<file path="config.mk">
export PLATFORM = sky130hd
export DESIGN_NAME = tx_write_packer
export DESIGN_NICKNAME = d
export VERILOG_FILES = /design/src/rtl/tx_write_packer.sv
export SDC_FILE = /design/constraint.sdc
export NUM_CORES = 1
export LEC_CHECK = 0
export BUFFER_PORTS_ARGS = -buffer_cell sky130_fd_sc_hd__buf_2
export CORE_MARGIN = 2
export CORE_UTILIZATION = 49
export DETAILED_ROUTE_END_ITERATION = 8
export GPL_ROUTABILITY_DRIVEN = 0
export PLACE_DENSITY = 0.77
export SLEW_MARGIN = 0
export SYNTH_ARGS = -nofsm -noshare
export SYNTH_HDL_FRONTEND = slang
export SYNTH_SLANG_ARGS = --single-unit
export TNS_END_PERCENT = 10
</file>
<file path="constraint.sdc">
create_clock -name clk -period 1.9 [get_ports clk]
set_input_delay 0.38 -clock clk [delete_from_list [all_inputs] [get_ports clk]]
set_output_delay 0.38 -clock clk [all_outputs]
set_load 0.01 [all_outputs]
</file>
<file path="src/rtl/tx_write_packer.sv">
module tx_write_packer #(
  parameter int AW = 20
) (
  input  logic        clk,
  input  logic        rst_n,
  input  logic [2:0]  mode,
  input  logic        wr_valid,
  output logic        wr_ready,
  input  logic [1:0]  wr_size,
  input  logic [31:0] wr_data,
  output logic        wr_err,
  output logic        fifo_valid,
  input  logic        fifo_ready,
  output logic [31:0] fifo_data,
  output logic        fifo_sof
);
  localparam logic [2:0] M_BYTE = 3'd0, M_C16 = 3'd1, M_C24 = 3'd2,
                         M_C32 = 3'd3, M_AC97 = 3'd4, M_ENH = 3'd5;
  localparam int SOF_BIT = 31 - AW;

  logic [31:0] word_q;
  logic [2:0]  mode_q;
  logic [2:0]  left_q;
  logic        err_q;
  logic        legal;
  logic [2:0]  n_ent;

  wire accept = wr_valid && wr_ready;
  wire pop    = fifo_valid && fifo_ready;

  assign fifo_valid = left_q != 3'd0;
  assign wr_ready   = left_q == 3'd0;
  assign wr_err     = err_q;

  always_comb begin
    legal = 1'b0;
    n_ent = 3'd1;
    case (mode)
      M_BYTE: begin
        legal = wr_size != 2'd3;
        n_ent = (wr_size == 2'd0) ? 3'd1 : (wr_size == 2'd1) ? 3'd2 : 3'd4;
      end
      M_C16: begin
        legal = (wr_size == 2'd1) || (wr_size == 2'd2);
        n_ent = (wr_size == 2'd2) ? 3'd2 : 3'd1;
      end
      M_C24, M_C32, M_AC97, M_ENH: legal = wr_size == 2'd2;
      default: legal = 1'b0;
    endcase
  end

  always_ff @(posedge clk or negedge rst_n) begin
    if (!rst_n) begin
      word_q <= '0;
      mode_q <= M_BYTE;
      left_q <= '0;
      err_q  <= 1'b0;
    end else begin
      err_q <= accept && !legal;
      if (accept && legal) begin
        word_q <= wr_data;
        mode_q <= mode;
        left_q <= n_ent;
      end else if (pop) begin
        left_q <= left_q - 3'd1;
        word_q <= (mode_q == M_BYTE) ? {word_q[23:0], 8'h00} : {word_q[15:0], 16'h0000};
      end
    end
  end

  always_comb begin
    fifo_data = '0;
    fifo_sof  = 1'b0;
    case (mode_q)
      M_BYTE:  fifo_data[7:0]  = word_q[31:24];
      M_C16:   fifo_data[15:0] = word_q[31:16];
      M_C24:   fifo_data[23:0] = word_q[23:0];
      M_C32:   fifo_data       = word_q;
      M_AC97: begin
        fifo_data[AW-1:0] = word_q[31:32-AW];
        fifo_sof          = word_q[SOF_BIT];
      end
      M_ENH:   fifo_data[AW-1:0] = word_q[AW-1:0];
      default: fifo_data = '0;
    endcase
  end

  p_hold_r10: assert property (@(posedge clk) disable iff (!rst_n)
    fifo_valid && !fifo_ready |=> fifo_valid && $stable(fifo_data) && $stable(fifo_sof));

  p_err_nopush_r8: assert property (@(posedge clk) disable iff (!rst_n)
    wr_err |-> !fifo_valid && wr_ready);

  p_err_cause_r8: assert property (@(posedge clk) disable iff (!rst_n)
    wr_err |-> $past(wr_valid && wr_ready));

  p_push_after_accept_r9: assert property (@(posedge clk) disable iff (!rst_n)
    wr_valid && wr_ready && legal |=> fifo_valid && !wr_ready);

  p_sof_width_r7: assert property (@(posedge clk) disable iff (!rst_n)
    fifo_sof |-> fifo_valid && fifo_data[31:AW] == '0);

  p_byte_zext_r2: assert property (@(posedge clk) disable iff (!rst_n)
    fifo_valid && mode_q == M_BYTE |-> fifo_data[31:8] == 24'h0);
endmodule

</file>
Word-level counts from Yosys, hierarchy flattened. Cells that the tools add are included.

Register bits after elaboration: 39.

$add $sub $neg: 1. Equal/unequal tests: 13. Muxes and demuxes: 16. Reduce and logical (&&, ||, !) cells: 15.

Operator list (number): two-way mux 32 bit (3); one-hot mux 8 bit (4 select lines) (1); one-hot mux 8 bit (3 select lines) (1); == test 3 x 2 -> 1 bit (second input constant) (4); == test 3 bit (second input constant) (4); two-way mux 3 bit (4); zero test 3 bit (3); two-way mux 8 bit (1); one-hot mux 4 bit (2 select lines) (1); == test 3 x 1 -> 1 bit (second input constant) (2); one-hot mux 3 bit (2 select lines) (1); logical AND 1 bit (4); two-way mux 4 bit (1); OR reduction 4 bit (1); one-hot mux 1 bit (3 select lines) (1); nonzero test 3 bit (1); OR reduction 3 bit (1); subtractor 3 x 1 -> 3 bit (second input constant) (1); == test 2 x 1 -> 1 bit (second input constant) (1); == test 2 bit (second input constant) (1); zero test 2 bit (1); two-way mux 2 bit (1); inequality test 2 bit (second input constant) (1); nonzero test 2 bit (1); 4 further kinds (4).

Logic depth before layout (Yosys ltp). Gate-level depths: netlist of the first run.

Depth after elaboration: 5. Depth in mapped cells: 9.

Least setup slack after synthesis of the first run. OpenSTA, ideal clock, no wires.

Kind: flip-flop to flip-flop. Start point: register left_q[0]. End point: register word_q[16]. Clock period less this slack: 1892 ps. Arrival time: 1767 ps. Stages on the path, launching flop included: 10. Path buffers: 2. Slack: 8 ps. Cell sequence: dfrtp_1 -> inv_1 -> ha_1 -> nor2b_1 -> buf_2 -> clkinv_1 -> clkbuf_1 -> a21oi_1 -> a31oi_1 -> mux2_4.

Longest elaborated chain between the ends: 4. Elaborated cells on any way between the ends: 7. Classes of those cells: mux: 1; reduce/logical: 6.

Ends and longest elaborated chain: from (decl) (line 23) `logic [2:0] left_q;`; from (signal assigned) (line 63) `left_q <= n_ent;`; from (signal assigned) (line 65) `left_q <= left_q - 3'd1;`; zero test 3 bit (*) (line 32) `assign wr_ready = left_q == 3'd0;`; via wr_ready (line 8) `output logic wr_ready,`; logical AND 1 bit (*) (line 28) `wire accept = wr_valid && wr_ready;`; logical AND 1 bit (*) (line 60) `if (accept && legal) begin`; two-way mux 32 bit or nonzero test 2 bit (tied branches); to (signal assigned) (line 61) `word_q <= wr_data;`; to (signal assigned) (line 66) `word_q <= (mode_q == M_BYTE) ? {word_q[23:0], 8'h00} : {word_q[15:0], 16'h0000};`; to (decl) (line 21) `logic [31:0] word_q;`.

The timed path passes the listed nets; every way through them passes the cells marked *. A chain may end at the register's enable or synchronous reset.

Worst setup path after layout of the first run.
Start point: register mode_q[0]. End point: output fifo_data[8].

Longest elaborated chain between the ends: 3. Elaborated cells on any way between the ends: 7. Classes of those cells: eq/ne: 5; mux: 1; reduce/logical: 1.

Ends and longest elaborated chain: from (decl) (line 22) `logic [2:0] mode_q;`; from (signal assigned) (line 62) `mode_q <= mode;`; == test 3 x 2 -> 1 bit or == test 3 bit (tied branches) (line 74) `case (mode_q)`; OR reduction 3 bit (no source line); one-hot mux 8 bit (3 select lines) (*) (line 74); to (decl) (line 14) `output logic [31:0] fifo_data,`.

Every way passes the cells marked *; elsewhere a longest branch is shown, timed or not.

==> results.json, run 1 <==
{
  "post-dp-hpwl_um": 6301,
  "syn_inst": 340,
  "worst_slack_ps": -166.6,
  "grt_pass1_wl_um": 14390,
  "syn_area_per_cell_sq_um": 8.976,
  "yosysWarnings": 0,
  "whs_ps": 132.8,
  "num_io_pins": 77,
  "yosysTopAreaCell": "dfrtp_1",
  "layout_common_cells": "76 x buf_2, 60 x nand2_1, 38 x buf_4",
  "r2r_cells": 6,
  "cp_max_fo": 6,
  "skew_ps": 8.249,
  "path_common_cell": "buf_6",
  "n_antenna_cell": 0,
  "cp_slowest_cell": "dfrtp_1",
  "max_stage_delay_ps": 440,
  "crit_chain": "buf_6 > buf_6 > nor2b_4 > a22oi_1 > o21ai_0 > buf_2",
  "h-tree-depth": 2,
  "startpoint_type": "register",
  "die_w_um": 82.92,
  "drc": 0,
  "report.final.slew_viol_count": 0,
  "synth_top_family_by_area": "compound AO/OA/AOI/OAI gates",
  "setup_viol": 32,
  "synthMuxAreaShare": 0.1931,
  "peakVddDrop_uv": 711.6,
  "final.period_utilization": 1.088,
  "core_area_sq_mm": 0.005956,
  "grt_util_all_layers": 0.2564,
  "dr.pass1.iters": 5,
  "p_leak_nw": 2.016,
  "synthAdderAreaFrac": 0.03690,
  "initial_core_util": 0.5124,
  "grt_pass1_vias": 2880,
  "overflow": 0,
  "max_freq_mhz": 483.9,
  "yosysTopAreaCellShare": 0.3198,
  "grt_setup_unrepaired": "yes",
  "path_class": "reg2out",
  "clock_sinks": 39,
  "clock_path_buffers": 2,
  "clock_latency_ps": 300,
  "vias_per_cell": 6.044,
  "failed_checks": "negative setup slack",
  "critPathCaptureType": "output pin",
  "worst_slew_pin_slew_ps": 650.8,
  "synth.top_cells.by_area": "dfrtp_1 32%, mux2_4 9.3%, nand2_1 7.4%",
  "port_buffers": 76,
  "relSlewSlack": 0.5647,
  "cts_buffers": 5,
  "power_density_mw_per_mm2": 1365,
  "totalPowerFinal_mw": 5.468,
  "drt_iter0_markers": 324,
  "syn_to_final_growth_pct": 31.24,
  "dp_cells": 503,
  "cts_tree": "built",
  "synthFlopType": "dfrtp_1",
  "layout_commonest_cell": "buf_2",
  "drive_above_1_share": 0.4347,
  "die_h_um": 82.92,
  "wl_per_cell_um": 17.41,
  "vias": 3137,
  "hold_viol": 0,
  "arrival_ps": 1690,
  "async_flop_share": 1.000,
  "synthSimpleGateAreaFrac": 0.1755,
  "synth_nets": 390,
  "rows": 28,
  "hold_class": "in2async",
  "routed_wl_um": 9038,
  "layout.nets": 493,
  "cts.clk_slew.worst_paths_ps": 70,
  "antenna_found_initial": 0,
  "fin_util": 0.6725,
  "cp.required_ps": 1520,
  "postCtsHoldBufs": 0,
  "yosysSeqAreaShare": 0.3198,
  "status": "finished, violations left",
  "ant_nets": 0,
  "root_buffer": "clkbuf_8",
  "grt_max_degree": 40,
  "ys_ff_latch": 39,
  "cap_violations": 0,
  "finalCriticalPeriod_ps": 2067,
  "die_area_sq_mm": 0.006875,
  "synth_compound_area_frac": 0.2030,
  "synth_edf_count": 0,
  "synth_area_sq_mm": 0.003052,
  "fin_cells": 519,
  "ys_types": 45,
  "yosys.area_share.xor_xnor": 0.002870
}
==> critical path, delay by kind of cell (launching register included) <==
family	cells	cell delay [ps]
buffers and inverters	3	490
flip-flops	1	440
AO/OA/AOI/OAI	2	320
AND/OR/NAND/NOR	1	130
==> sequential cells by signal, indices dropped and copies added, names as in the netlist <==
register  count
word_q       32
left_q        3
wr_err        1
mode_q        3
==> kinds of logic after synthesis <==
group           after synthesis
fa+ha+maj                     9
flops                        39
simple gates                109
compound gates               97
xor+xnor                      1
mux                          41
buf+inv                      44
==> through the flow <==
step | setup WS, ps | area [sq um] | TNS, ps
after floorplan | 7.598 | 3052 | 0
after global placement | -89.17 | 3730 | -2099
after detailed placement | -158.6 | 3730 | -4549
after CTS | -135.7 | 3909 | -2865
after global routing | -258.0 | 4005 | -5060
final | -166.6 | 4005 | -3015
==> synth_stat cells, types with 2 or more instances <==
cell / instances
a22oi_1: 3
a211oi_1: 2
o22ai_1: 2
clkbuf_1: 10
dfrtp_1: 39
a21oi_1: 26
a31oi_1: 17
a221o_1: 4
nand2_1: 60
buf_2: 15
nand2b_1: 5
and3_1: 9
a21o_1: 5
mux2i_1: 9
nor2_1: 4
nor2b_1: 4
mux2_4: 19
nand3_1: 8
o21ai_0: 25
mux4_2: 6
nand3b_1: 2
inv_1: 14
a311oi_1: 3
ha_1: 9
mux2_2: 7
buf_6: 3
and2_1: 8
a22o_1: 5
==> path summary, 6_finish.rpt <==
kind | from | endpoint | slack [ps]
max in group asynchronous | rst_n | mode_q[1] | 1390
setup reg to reg | mode_q[2] | word_q[21] | 60
min in group clk | wr_data[26] | word_q[26] | 300
hold / removal | rst_n | word_q[23] | 130
setup / recovery | mode_q[0] | fifo_data[8] | -170
hold reg to reg | left_q[0] | left_q[0] | 590
==> final cells by class <==
type                            instances  area [sq um]
Clock buffer                            5         68.82
Clock inverter                          3         43.79
Fill cell                             467          1951
Inverter                               15         57.56
Multi-Input combinational cell        257          1933
Sequential cell                        39         978.4
Tap cell                               75         93.84
Timing Repair Buffer                  125         829.5
==> what timing repair did <==
action | CTS | global route
setup endpoints to repair | 59 | 54
buffers inserted | 1 | 6
gates cloned | 0 | 1
hold endpoints to repair | 0 | 0
pin swaps | 5 | 9
gates resized for setup | 24 | 18
==> routing by layer <==
layer | track usage | up-vias | share of wire
met5 | 0 | - | 0
met4 | 0.07154 | 0 | 0.019
met3 | 0.04076 | 31 | 0.098
met2 | 0.4120 | 211 | 0.47
met1 | 0.3602 | 1468 | 0.42
li1 | - | 1427 | -
==> where the power goes <==
group	switching, mW	internal, mW
Clock	0.309	0.391
Combinational	1.62	1.66
Sequential	0.414	1.08
Power figures use the tool's default switching activity.
==> run 2: changes to the inputs <==
--- a/config.mk
+++ b/config.mk
@@ -5,12 +5,12 @@
 export SDC_FILE = /design/constraint.sdc
 export NUM_CORES = 1
 export LEC_CHECK = 0
-export BUFFER_PORTS_ARGS = -buffer_cell sky130_fd_sc_hd__buf_2
 export CORE_MARGIN = 2
 export CORE_UTILIZATION = 49
 export DETAILED_ROUTE_END_ITERATION = 8
+export DONT_BUFFER_PORTS = 1
 export GPL_ROUTABILITY_DRIVEN = 0
-export PLACE_DENSITY = 0.77
+export PLACE_DENSITY = 0.66
 export SLEW_MARGIN = 0
 export SYNTH_ARGS = -nofsm -noshare
 export SYNTH_HDL_FRONTEND = slang
==> run 2 against run 1 <==
Net effect: the run still ends with negative setup slack left; combinational power grew 5%; worst hold slack improved by 87 ps; count of clock-buffer cells in the layout unchanged; core utilization is 3.2 points lower; wire length rose by 0.96%; die area unchanged; clock skew about the same; clock power up 0.6%; critical path depth is 1 lower; via count down 12%; critical path type unchanged.
==> results.json, run 2 (same netlist as run 1, synthesis figures left out) <==
{
  "h-tree-depth": 2,
  "finalCriticalPeriod_ps": 2016,
  "grt_util_all_layers": 0.2660,
  "dr.pass1.iters": 5,
  "hold_viol": 0,
  "rows": 28,
  "largest_reg_flops": 32,
  "max_stage_delay_ps": 460,
  "fin_util": 0.6410,
  "vias_per_cell": 6.178,
  "die_area_sq_mm": 0.006875,
  "num_io_pins": 77,
  "multi_input_area_sq_mm": 0.001999,
  "cp_max_fo": 14,
  "clock_latency_ps": 300,
  "cts_buffers": 5,
  "cts_tree": "built",
  "layout_common_cells": "57 x nand2_1, 37 x dfrtp_1, 36 x buf_4",
  "wl_per_cell_um": 20.32,
  "status": "finished, violations left",
  "max_flop_register": "word_q",
  "cts.clk_slew.worst_paths_ps": 80,
  "failed_checks": "negative setup slack",
  "worst_slack_ps": -115.6,
  "critPathCaptureType": "output pin",
  "dp_cells": 423,
  "layout.nets": 423,
  "power_density_mw_per_mm2": 1468,
  "fin_tns_setup_ps": -696.6,
  "hold_class": "in2reg",
  "report.final.slew_viol_count": 0,
  "grt_pass1_wl_um": 14840,
  "place_ws_ps": -42.03,
  "core_area_sq_mm": 0.005956,
  "clock_path_buffers": 2,
  "antenna_found_initial": 0,
  "n_antenna_cell": 0,
  "grt_setup_unrepaired": "yes",
  "crit_chain": "buf_4 > buf_6 > buf_16 > a311oi_2 > a21o_1",
  "fin_cells": 449,
  "clock_sinks": 39,
  "arrival_ps": 1640,
  "layout_commonest_cell": "nand2_1",
  "skew_ps": 7.806,
  "nFillCells": 497,
  "overflow": 0,
  "relSlewSlack": 0.7482,
  "p_leak_nw": 1.773,
  "drive_above_1_share": 0.3690,
  "max_freq_mhz": 496.1,
  "routed_wl_um": 9125,
  "syn_to_final_growth_pct": 25.09,
  "cap_violations": 0,
  "setup_viol": 11,
  "grt_pass1_vias": 2810,
  "largestRegisters": "word_q: 32 flops, left_q: 3 flops, mode_q: 3 flops",
  "totalPowerFinal_mw": 5.602,
  "drt_iter0_markers": 237,
  "port_buffers": 0,
  "die_w_um": 82.92,
  "final-seq-area_sq_um": 978.4,
  "root_buffer": "clkbuf_8",
  "cp_slowest_cell": "dfrtp_2",
  "drc": 0,
  "peakVddDrop_uv": 835.7,
  "worst_slew_pin_slew_ps": 377.7,
  "post-dp-hpwl_um": 6055,
  "startpoint_type": "register",
  "vias": 2774,
  "final.period_utilization": 1.061,
  "cp.required_ps": 1520,
  "ant_nets": 0,
  "path_class": "reg2out",
  "initial_core_util": 0.5124,
  "die_h_um": 82.92,
  "grt_max_degree": 40
}
run 2: cell count changes in the layout (fill, tap and decap cells not counted), moves of 3 or more:
cell	change
buf_2	-76
a21oi_1	-3
o21ai_2	+3
buf_12	+3
inv_2	+3
a21oi_2	+3
nand2_1	-3
o21ai_0	-4
run 2: worst paths after layout:
kind / from / to / slack [ps] / depth (start not counted)
max: mode_q[0] / fifo_data[11] / -120 / 5
min: wr_data[28] / word_q[28] / 220 / 1
max reg2reg: mode_q[0] / word_q[19] / 30 / 7
min reg2reg: left_q[0] / left_q[0] / 620 / 2
max in group asynchronous: rst_n / mode_q[0] / 1140 / 2
min in group asynchronous: rst_n / word_q[11] / 550 / 2
run 2: worst max-delay path: cells and delay by family (launching register included):
kind | cells | cell delay (ps)
buffers and inverters | 3 | 410
DFF | 1 | 460
AOI/OAI and AO/OA | 2 | 460
run 2: area by class of cell:
type / instances / area share
inverter: 15 / 0.01475
clock inverter: 3 / 0.01147
sequential: 39 / 0.2563
multi-input combinational: 257 / 0.5238
timing repair buffer: 55 / 0.1511
clock buffer: 5 / 0.01803
tap: 75 / 0.02458
run 2: stage by stage:
stage / instance area, sq um / hold WS [ps]
after floorplan: 3052 / 84.41
after detailed placement: 3344 / 85.69
after CTS: 3750 / 210.6
final: 3817 / 219.8
after global routing: 3817 / 206.6
after global placement: 3344 / 85.71
run 2: repair_timing:
item	CTS	global route
hold endpoints to repair	39	0
setup buffers	12	3
cloned	3	0
resized for setup	36	33
hold buffers	2	0
pin swaps	8	5
setup endpoints to repair	30	36
run 2: per-layer routing:
layer | share of wire | track usage | up-vias
li1 | - | - | 1280
met1 | 0.43 | 0.3620 | 1343
met2 | 0.47 | 0.4157 | 139
met3 | 0.092 | 0.07654 | 12
met4 | 0.011 | 0.07303 | 0
met5 | 0 | 0 | -
run 2: where the power goes:
part	internal (mW)	total (mW)	switching, mW
registers	1.08	1.47	0.390
clock network	0.391	0.704	0.313
logic	1.74	3.43	1.70
total	3.20	5.60	2.40
==> run 3: changes to the inputs <==
--- a/config.mk
+++ b/config.mk
@@ -6,11 +6,12 @@
 export NUM_CORES = 1
 export LEC_CHECK = 0
 export CORE_MARGIN = 2
-export CORE_UTILIZATION = 49
+export CORE_UTILIZATION = 55
 export DETAILED_ROUTE_END_ITERATION = 8
 export DONT_BUFFER_PORTS = 1
 export GPL_ROUTABILITY_DRIVEN = 0
-export PLACE_DENSITY = 0.66
+export GPL_TIMING_DRIVEN = 0
+export PLACE_DENSITY = 0.73
 export SLEW_MARGIN = 0
 export SYNTH_ARGS = -nofsm -noshare
 export SYNTH_HDL_FRONTEND = slang
==> run 3 against run 2 <==
Net effect: the run still ends with negative setup slack left; first-iteration DRC count rose by 20%; largest power group unchanged; clock skew rose by 1.8 ps; combinational power is 3% lower.
==> results.json, run 3 (same netlist as run 1, synthesis figures left out) <==
{
  "drt_iter0_markers": 284,
  "worst_slack_ps": -50.81,
  "finalCriticalPeriod_ps": 1951,
  "layout_common_cells": "58 x nand2_1, 38 x dfrtp_1, 21 x a21oi_1",
  "fin_cells": 434,
  "drc": 0,
  "power_frac_comb": 0.617,
  "n_antenna_cell": 0,
  "grt_setup_unrepaired": "yes",
  "grt_pass1_wl_um": 14280,
  "clock_latency_ps": 310,
  "worst_slew_pin_slew_ps": 600.7,
  "switching_power_mw": 2.493,
  "num_io_pins": 77,
  "core_area_sq_mm": 0.005439,
  "largestRegisters": "word_q: 32 flops, left_q: 3 flops, mode_q: 3 flops",
  "routed_wl_um": 9289,
  "cts_buffers": 5,
  "max_stage_delay_ps": 500,
  "crit_chain": "buf_6 > buf_8 > mux4_2 > inv_2 > o21ai_2",
  "ant_nets": 0,
  "hold_class": "in2reg",
  "grt_pass1_vias": 2802,
  "hold_viol": 0,
  "power.internal_mw": 2.890,
  "antenna_found_initial": 0,
  "post-dp-hpwl_um": 6113,
  "largest_reg_flops": 32,
  "drive_above_1_share": 0.3757,
  "dp_cells": 412,
  "power_density_mw_per_mm2": 1447,
  "place_area_sq_mm": 0.003142,
  "die_area_sq_mm": 0.006161,
  "overflow": 0,
  "skew_ps": 9.608,
  "port_buffers": 0,
  "relSlewSlack": 0.5995,
  "dr.pass1.iters": 5,
  "cap_violations": 0,
  "setup_viol": 11,
  "final_cell_area_sq_mm": 0.003721,
  "syn_to_final_growth_pct": 21.94,
  "rows": 27,
  "path_class": "reg2out",
  "cts.clk_slew.worst_paths_ps": 90,
  "vias": 2848,
  "startpoint_type": "register",
  "h-tree-depth": 2,
  "die_w_um": 78.49,
  "r2r_slack_ps": 60,
  "grt_max_degree": 40,
  "pwr-share-seq": 0.271,
  "swShare": 0.4632,
  "report.final.slew_viol_count": 0,
  "failed_checks": "negative setup slack",
  "p_leak_nw": 1.676,
  "peakVddDrop_uv": 725.0,
  "max_freq_mhz": 512.6,
  "clockPowerShare": 0.111,
  "status": "finished, violations left",
  "final.period_utilization": 1.027,
  "critPathCaptureType": "output pin",
  "grt_util_all_layers": 0.3000,
  "fin_tns_setup_ps": -332.8,
  "layout.nets": 411,
  "cp_slowest_cell": "mux4_2",
  "wl_per_cell_um": 21.40,
  "clock_path_buffers": 2,
  "die_h_um": 78.49,
  "initial_core_util": 0.5611,
  "clock_sinks": 39,
  "cp.required_ps": 1520,
  "vias_per_cell": 6.562,
  "cts_tree": "built",
  "max_flop_register": "word_q",
  "arrival_ps": 1570,
  "layout_commonest_cell": "nand2_1",
  "root_buffer": "clkbuf_8",
  "cp_max_fo": 6
}
-- run 3: cell count changes in the layout (fill, tap and decap cells not counted), sizes merged --
cell / before / now
bufinv: 1 / 0
buf: 54 / 35
inv: 15 / 14
clkinvlp: 0 / 2
clkbuf: 5 / 12
-- run 3: final timing paths --
check / startpoint / endpoint / cells past startpoint
max in group asynchronous: rst_n / mode_q[2] / 2
min in group asynchronous: rst_n / word_q[27] / 2
hold / removal: wr_data[21] / word_q[21] / 1
setup reg to reg: mode_q[0] / word_q[25] / 8
setup / recovery: mode_q[0] / fifo_data[4] / 5
hold reg to reg: left_q[2] / left_q[2] / 2
-- run 3: cell type report --
| type | count | area (sq um) |
|---|---|---|
| Sequential cell | 39 | 977.2 |
| Clock buffer | 5 | 68.82 |
| Tap cell | 72 | 90.09 |
| Multi-Input combinational cell | 257 | 2034 |
| Fill cell | 416 | 1718 |
| Timing Repair Buffer | 15 | 166.4 |
| Buffer | 28 | 302.8 |
| Clock inverter | 3 | 20.02 |
| Inverter | 15 | 61.31 |
-- run 3: power groups by stage --
stage,clock network [mW],logic (mW),registers [mW]
finish,0.600,3.32,1.46
global route,0.640,3.54,1.48
CTS,0.599,2.87,1.40
detailed placement,0,2.46,1.40
global placement,0,2.42,1.39
floorplan,0,2.01,1.28
-- run 3: routing by layer --
metal / track usage / routed length [um]
met1: 0.3864 / 3590
met2: 0.4724 / 4408
met3: 0.07586 / 1034
met4: 0.1439 / 256
met5: 0 / 0
-- run 3: through the flow --
stage / hold WS, ps / util / power, mW / setup slack [ps]
6_report: 207.6 / 0.6842 / 5.383 / -50.81
5_1_grt: 204.5 / 0.6842 / 5.664 / -110.9
4_1_cts: 211.1 / 0.6358 / 4.876 / -41.92
3_5_place_dp: 85.38 / 0.5776 / 3.855 / -293.8
3_3_place_gp: 85.30 / 0.5776 / 3.801 / -298.8
2_1_floorplan: 84.41 / - / 3.287 / 7.598
-- run 3: repair_timing --
action / in CTS / in global routing
setup endpoints to repair: 67 / 51
hold buffers: 2 / 0
cloned: 0 / 2
gates resized for setup: 69 / 56
pin swaps: 3 / 7
hold endpoints to repair: 39 / 0
buffers inserted: 5 / 6
-- run 3: critical path, delay by kind of cell (launching register included) --
kind	cells	cell delay, ps
compound gates	1	80
buf+inv	3	340
flops	1	350
mux	1	500
